### src/rtl/pfc_pkg.sv
package pfc_pkg;

    typedef enum logic [1:0] {
        IRQ0_RX_CRC_RDY  = 2'd0,
        IRQ0_RX_WR_BYTE  = 2'd1,
        IRQ0_RX_NOTEMPTY = 2'd2,
        IRQ0_RX_SYNC     = 2'd3
    } irq0_rx_sel_e;

    typedef enum logic [1:0] {
        IRQ1_RX_CRC_OK = 2'd0,
        IRQ1_RX_FULL   = 2'd1,
        IRQ1_RX_RSSI   = 2'd2,
        IRQ1_RX_THRESH = 2'd3
    } irq1_rx_sel_e;

    typedef struct packed {
        logic fill;
    } fill_state_t;

    typedef struct packed {
        logic armed;
        logic active;
        logic start;
        logic stop;
        logic mode;
    } tx_state_t;

endpackage

### src/rtl/pfc_fill_ctrl.sv
module pfc_fill_ctrl
    import pfc_pkg::*;
(
    input  logic clk,
    input  logic rst_n,
    input  logic mode_tx,
    input  logic manual,
    input  logic sw_on,
    input  logic start_det,
    input  logic pkt_done,
    output logic fill_en
);

    fill_state_t state_d, state_q;

    always_comb begin
        state_d = state_q;
        if (mode_tx) begin
            state_d.fill = 1'b0;
        end else if (manual) begin
            state_d.fill = sw_on;
        end else if (start_det) begin
            state_d.fill = 1'b1;
        end else if (pkt_done) begin
            state_d.fill = 1'b0;
        end
    end

    always_ff @(posedge clk or negedge rst_n) begin
        if (!rst_n) begin
            state_q <= '0;
        end else begin
            state_q <= state_d;
        end
    end

    assign fill_en = state_q.fill;

    // no filling after a transmit-mode cycle
    assert_no_fill_in_tx_R13: assert property (@(posedge clk) disable iff (!rst_n)
        mode_tx |=> !fill_en);

    // manual mode follows the software bit
    assert_manual_follows_sw_R3: assert property (@(posedge clk) disable iff (!rst_n)
        (!mode_tx && manual) |=> (fill_en == $past(sw_on)));

    // in automatic mode filling only begins after a start detection
    assert_auto_needs_start_R2: assert property (@(posedge clk) disable iff (!rst_n)
        (!mode_tx && !manual && !start_det && !fill_en) |=> !fill_en);

endmodule

### src/rtl/pfc_tx_ctrl.sv
module pfc_tx_ctrl
    import pfc_pkg::*;
(
    input  logic clk,
    input  logic rst_n,
    input  logic mode_tx,
    input  logic on_nonempty,
    input  logic thresh_hit,
    input  logic fifo_empty,
    input  logic shift_busy,
    output logic tx_start,
    output logic tx_stop
);

    tx_state_t state_d, state_q;
    logic      mode_changed;
    logic      start_cond;
    logic      drained;

    always_comb begin
        mode_changed = (mode_tx != state_q.mode);
        start_cond   = on_nonempty ? !fifo_empty : thresh_hit;
        drained      = state_q.active && fifo_empty && !shift_busy;

        state_d       = state_q;
        state_d.mode  = mode_tx;
        state_d.start = 1'b0;
        state_d.stop  = 1'b0;

        if (mode_changed) begin
            state_d.armed  = 1'b1;
            state_d.active = 1'b0;
        end else if (mode_tx) begin
            if (drained) begin
                state_d.stop   = 1'b1;
                state_d.active = 1'b0;
                state_d.armed  = 1'b1;
            end else if (state_q.armed && start_cond) begin
                state_d.start  = 1'b1;
                state_d.active = 1'b1;
                state_d.armed  = 1'b0;
            end
        end
    end

    always_ff @(posedge clk or negedge rst_n) begin
        if (!rst_n) begin
            state_q <= '0;
        end else begin
            state_q <= state_d;
        end
    end

    assign tx_start = state_q.start;
    assign tx_stop  = state_q.stop;

    // start is a single-cycle pulse
    assert_start_single_R4: assert property (@(posedge clk) disable iff (!rst_n)
        tx_start |=> !tx_start);

    // stop is a single-cycle pulse
    assert_stop_single_R7: assert property (@(posedge clk) disable iff (!rst_n)
        tx_stop |=> !tx_stop);

    // stop only after an empty FIFO with an idle serializer
    assert_stop_after_drain_R7: assert property (@(posedge clk) disable iff (!rst_n)
        $rose(tx_stop) |-> ($past(fifo_empty) && !$past(shift_busy) && $past(mode_tx)));

    // start only follows a transmit-mode cycle
    assert_start_in_tx_R6: assert property (@(posedge clk) disable iff (!rst_n)
        $rose(tx_start) |-> $past(mode_tx));

    // start and stop never coincide
    assert_start_stop_excl_R6: assert property (@(posedge clk) disable iff (!rst_n)
        !(tx_start && tx_stop));

endmodule

### src/rtl/pfc_irq_route.sv
module pfc_irq_route
    import pfc_pkg::*;
(
    input  logic       mode_tx,
    input  logic [1:0] irq0_rx_sel,
    input  logic [1:0] irq1_rx_sel,
    input  logic       irq1_tx_sel,
    input  logic       tx_on_nonempty,
    input  logic       sync_is_addr,
    input  logic       rssi_irq_en,
    input  logic       thresh_hit,
    input  logic       fifo_full,
    input  logic       fifo_empty,
    input  logic       start_det,
    input  logic       addr_match,
    input  logic       crc_ok,
    input  logic       data_rdy,
    input  logic       wr_byte,
    input  logic       rssi_above,
    input  logic       tx_stop,
    output logic       irq0,
    output logic       irq1
);

    logic rx_irq0, rx_irq1, tx_irq0, tx_irq1;
    logic rssi_irq;

    always_comb begin
        rssi_irq = rssi_above && rssi_irq_en;

        unique case (irq0_rx_sel_e'(irq0_rx_sel))
            IRQ0_RX_CRC_RDY:  rx_irq0 = data_rdy && crc_ok;
            IRQ0_RX_WR_BYTE:  rx_irq0 = wr_byte;
            IRQ0_RX_NOTEMPTY: rx_irq0 = !fifo_empty;
            IRQ0_RX_SYNC:     rx_irq0 = sync_is_addr ? addr_match : start_det;
            default:          rx_irq0 = 1'b0;
        endcase

        unique case (irq1_rx_sel_e'(irq1_rx_sel))
            IRQ1_RX_CRC_OK: rx_irq1 = crc_ok;
            IRQ1_RX_FULL:   rx_irq1 = fifo_full;
            IRQ1_RX_RSSI:   rx_irq1 = rssi_irq;
            IRQ1_RX_THRESH: rx_irq1 = thresh_hit;
            default:        rx_irq1 = 1'b0;
        endcase

        tx_irq0 = tx_on_nonempty ? !fifo_empty : thresh_hit;
        tx_irq1 = irq1_tx_sel ? tx_stop : fifo_full;

        irq0 = mode_tx ? tx_irq0 : rx_irq0;
        irq1 = mode_tx ? tx_irq1 : rx_irq1;
    end

endmodule

### src/rtl/pkt_flow_ctrl.sv
module pkt_flow_ctrl #(
    parameter  int FIFO_DEPTH = 64,
    localparam int LEVEL_W    = $clog2(FIFO_DEPTH + 1)
) (
    input  logic               clk,
    input  logic               rst_n,
    input  logic               mode_tx,
    input  logic               fill_manual,
    input  logic               fill_sw_on,
    input  logic               tx_on_nonempty,
    input  logic [1:0]         irq0_rx_sel,
    input  logic [1:0]         irq1_rx_sel,
    input  logic               irq1_tx_sel,
    input  logic               sync_is_addr,
    input  logic               rssi_irq_en,
    input  logic [LEVEL_W-1:0] fifo_thresh,
    input  logic [LEVEL_W-1:0] fifo_level,
    input  logic               fifo_full,
    input  logic               fifo_empty,
    input  logic               start_det,
    input  logic               addr_match,
    input  logic               crc_ok,
    input  logic               data_rdy,
    input  logic               wr_byte,
    input  logic               rssi_above,
    input  logic               tx_busy,
    output logic               fill_en,
    output logic               tx_start,
    output logic               tx_stop,
    output logic               irq0,
    output logic               irq1
);

    logic thresh_hit;

    assign thresh_hit = (fifo_level >= fifo_thresh);

    pfc_fill_ctrl u_fill (
        .clk       (clk),
        .rst_n     (rst_n),
        .mode_tx   (mode_tx),
        .manual    (fill_manual),
        .sw_on     (fill_sw_on),
        .start_det (start_det),
        .pkt_done  (data_rdy),
        .fill_en   (fill_en)
    );

    pfc_tx_ctrl u_tx (
        .clk         (clk),
        .rst_n       (rst_n),
        .mode_tx     (mode_tx),
        .on_nonempty (tx_on_nonempty),
        .thresh_hit  (thresh_hit),
        .fifo_empty  (fifo_empty),
        .shift_busy  (tx_busy),
        .tx_start    (tx_start),
        .tx_stop     (tx_stop)
    );

    pfc_irq_route u_irq (
        .mode_tx        (mode_tx),
        .irq0_rx_sel    (irq0_rx_sel),
        .irq1_rx_sel    (irq1_rx_sel),
        .irq1_tx_sel    (irq1_tx_sel),
        .tx_on_nonempty (tx_on_nonempty),
        .sync_is_addr   (sync_is_addr),
        .rssi_irq_en    (rssi_irq_en),
        .thresh_hit     (thresh_hit),
        .fifo_full      (fifo_full),
        .fifo_empty     (fifo_empty),
        .start_det      (start_det),
        .addr_match     (addr_match),
        .crc_ok         (crc_ok),
        .data_rdy       (data_rdy),
        .wr_byte        (wr_byte),
        .rssi_above     (rssi_above),
        .tx_stop        (tx_stop),
        .irq0           (irq0),
        .irq1           (irq1)
    );

    // outputs quiet on the first cycle after reset release
    assert_quiet_after_reset_R1: assert property (@(posedge clk)
        $rose(rst_n) |-> (!fill_en && !tx_start && !tx_stop));

endmodule

### config.mk
export PLATFORM = sky130hd
export DESIGN_NAME = pkt_flow_ctrl
export DESIGN_NICKNAME = d
export VERILOG_FILES = /design/src/rtl/pfc_pkg.sv /design/src/rtl/pfc_fill_ctrl.sv /design/src/rtl/pfc_tx_ctrl.sv /design/src/rtl/pfc_irq_route.sv /design/src/rtl/pkt_flow_ctrl.sv
export SDC_FILE = /design/constraint.sdc
export NUM_CORES = 1
export LEC_CHECK = 0
export BUFFER_PORTS_ARGS = -buffer_cell sky130_fd_sc_hd__buf_2
export CAP_MARGIN = 10
export CORE_AREA = 2 2 41 43
export CTS_CLUSTER_SIZE = 24
export DETAILED_ROUTE_END_ITERATION = 12
export DIE_AREA = 0 0 43 45
export PLACE_DENSITY = 0.77
export SLEW_MARGIN = 30
export SYNTH_ARGS = -nofsm -noshare
export SYNTH_HDL_FRONTEND = slang
export SYNTH_SLANG_ARGS = --single-unit
export TNS_END_PERCENT = 30
### constraint.sdc
create_clock -name clk -period 1.8 [get_ports clk]
set_input_delay 0.18 -clock clk [delete_from_list [all_inputs] [get_ports clk]]
set_output_delay 0.18 -clock clk [all_outputs]
set_load 0.03 [all_outputs]
==> metrics.yaml <==
setup_path:
  worst_setup_path_end_kind: "output pin"
  rr_startpoint: "u_tx.state_q[0]$_DFF_PN0_"
  slowest_stage: "o31ai_2"
  critical_path.top_delay_family: "compound AO/OA/AOI/OAI gates"
  start_kind: "input port"
  required_ns: 1.62
  cp.arrival_ns: 1.47
  worstSetupPathType: "input port to output pin"
  crit_fanout: 3
  startpoint: "fifo_thresh[2]"
  cp_common_cell: "buf_2"
  slowest_delay_ns: 0.32
  worstPathCellList: "buf_2 -> inv_1 -> ha_1 -> a21oi_1 -> a21oi_2 -> o31ai_2 -> o21ai_1 -> buf_2"
  crit_buf_inv: 3
synthesis:
  ys_seq_elements: 6
  synth.most_common_cell: "inv_1"
  synth_warnings: 0
  netlist.area_leader.share_pct: 25.70
  synth_ff_type: "dfrtp_1"
  netlist_instances: 73
  synth_cell_types: 25
  ys_seq_area_share_pct: 25.70
  syn_area_per_cell_um2: 8.004
  synth.cell_area_um2: 584.3
  synthArstFlopShare_pct: 100.0
  synth_area_leaders: "dfrtp_1, ha_1, inv_1"
  synth.net_count: 117
  synth_commonest_cells: "inv_1, ha_1, nor2_1, dfrtp_1, nand2_1"
  synth_area_leader_cell: "dfrtp_1"
  synth_edf_count: 0
floorplanning:
  ios: 41
  die_area_um2: 1935
  num_rows: 14
  core_area_um2: 1471
  die_x_um: 43
  initial_core_util_pct: 39.71
  die_h_um: 45
cells_and_area:
  nNetsFinal: 163
  synthToLayoutAreaGrowth_pct: 43.90
  drive_gt1_share_pct: 42.74
  seqCellArea_um2: 150.1
  stdcell_count: 133
  multiInputGateArea_um2: 392.9
  fin_area_um2: 840.8
  n_antenna_cell: 0
  fill_cells: 142
drt:
  vias: 660
  ant_nets: 0
  initialDrtViolationCount: 5
  drt_wl_total_um: 1370
  drt-pass1-iter-count: 4
  drc: 0
  via_per_inst: 4.962
  wl_per_cell_um: 10.30
flow_run:
  timing.max_cap.violations: 0
clocking:
  clk_pin_slew_ns: 0.04
  cts_tree: "done"
  clock-sinks: 6
  postCtsSetupBuffers: 0
  clk_path_buf_depth: 2
  clk_latency_ns: 0.24
  cts_made_buffers: 3
  cts_root_buf: "clkbuf_4"
  htreeDepth: 1
sta:
  min_period_over_period_pct: 91.57
  max_freq_ghz: 0.6067
  rsz0062_at_grt: "false"
  finalSetupViolCount: 0
  finalCriticalPeriod_ns: 1.648
  maxSlewViolCount: 0
  fin_skew_ns: 0.01089
  slew_headroom_pct: 79.42
  hold_viol: 0
  setup_tns_ns: 0
  tightest_slew_ns: 0.3069
place:
  dpl-instance-area_um2: 804.5
  portBuffers: 40
  dp_cells: 129
  place_hpwl_um: 1195
  place.gp.congestion: 0.7475
global_routing:
  antenna_found_initial: 0
  grt_pass1_wl_um: 2484
  grt_pass1_vias: 693
  grt_usage_pct: 16.99
  grt_overflow_total: 0
  grt_max_degree: 9
power_and_ir_drop:
  leakagePower_nw: 0.4946
  p_int_mw: 0.3034
  power_frac_comb_pct: 39.0
  seq_power_share_pct: 34.0
  powerDensity_nw_per_um2: 532.0
  power_switching_mw: 0.1439
  peakVddDrop_mv: 0.2411
  switching_share_pct: 32.18
  pwr-share-clk_pct: 27.0
outcome:
  status: "finished, final reports clean"
worst_hold_path:
  hp-class: "input port to flop"
  min-delay-start: "mode_tx"
-- state kept, by name, summed over array words and instances, names as in the netlist --
name,count
u_fill.fill_en,1
u_tx.tx_start,1
u_tx.state_q,3
u_tx.tx_stop,1
-- cell families after synthesis --
kind of cell,share of synthesized area (%)
buf+inv,7.708
compound gates,22.70
simple gates,19.92
fa+ha+maj,17.13
flops,25.70
mux,6.853
-- placed cells by master (no fill, tap or decap) --
master / Yosys / routed
a211o_1: 1 / 1
a21o_1: 1 / 1
a21oi_1: 5 / 4
a21oi_2: 1 / 2
a31o_1: 1 / 1
a31oi_1: 1 / 1
buf_2: 0 / 40
clkbuf_4: 0 / 3
dfrtp_1: 6 / 6
dlygate4sd3_1: 0 / 1
ha_1: 8 / 8
inv_1: 12 / 12
mux2i_1: 4 / 4
nand2_1: 6 / 6
nand2_2: 1 / 1
nand2b_1: 3 / 3
nand3_1: 3 / 3
nand3_2: 1 / 1
nand4_1: 1 / 1
nor2_1: 7 / 7
nor3_1: 1 / 1
o21ai_0: 3 / 3
o21ai_1: 2 / 2
o22ai_1: 1 / 1
o311ai_2: 1 / 1
o31ai_1: 1 / 1
o31ai_2: 1 / 1
or2_2: 1 / 1
-- cell type report --
| cell class | count | share of cell area (%) |
|---|---|---|
| clock buffers | 3 | 2.679 |
| inverters | 12 | 5.357 |
| multi-input cells | 55 | 46.73 |
| flip-flops and latches | 6 | 17.86 |
| well taps | 16 | 2.381 |
| repair buffers | 41 | 25.00 |
-- timing repair --
item	in CTS	in global routing
hold buffers	1	0
setup endpoints to repair	0	1
endpoints found under the hold margin	6	0
gates resized for setup	0	1
-- power by group through the flow --
stage          Combinational (mW)  Clock [mW]  Sequential, mW
6_report                    0.174       0.121           0.152
3_3_place_gp                0.165           0           0.154
5_1_grt                     0.199       0.133           0.154
2_1_floorplan              0.0952           0           0.160
4_1_cts                     0.174       0.124           0.152
3_5_place_dp                0.171           0           0.155
-- layer usage --
layer	up-vias	wire, µm	GRT usage, %
met5	-	0	0
met4	0	0	5.455
met3	0	108	3.200
met2	27	719	34.85
met1	289	542	17.12
li1	344	-	-
-- per-stage QoR --
step / utilization (%) / power, mW / setup slack, ns / hold WS (ns)
2_1_floorplan: - / 0.2551 / 0.1583 / -0.1156
3_3_place_gp: 54.68 / 0.3193 / 0.1940 / 0.003474
3_5_place_dp: 54.68 / 0.3253 / 0.1297 / 0.01361
4_1_cts: 56.89 / 0.4511 / 0.1208 / 0.1547
5_1_grt: 57.14 / 0.4863 / 0.03638 / 0.1592
6_report: 57.14 / 0.4473 / 0.1518 / 0.1585
-- path summary, 6_finish.rpt --
path / depth (start not counted) / slack (ns) / endpoint
worst max-delay path: 8 / 0.15 / irq0
worst min-delay path: 1 / 0.16 / u_tx.state_q[0]$_DFF_PN0_
worst max register to register: 5 / 0.52 / u_tx.tx_start$_DFF_PN0_
worst min register to register: 1 / 0.53 / u_tx.state_q[4]$_DFFE_PN0P_
max in group asynchronous: 2 / 1.36 / u_tx.tx_stop$_DFF_PN0_
min in group asynchronous: 2 / 0.29 / u_tx.state_q[4]$_DFFE_PN0P_
Power figures use the tool's default switching activity.
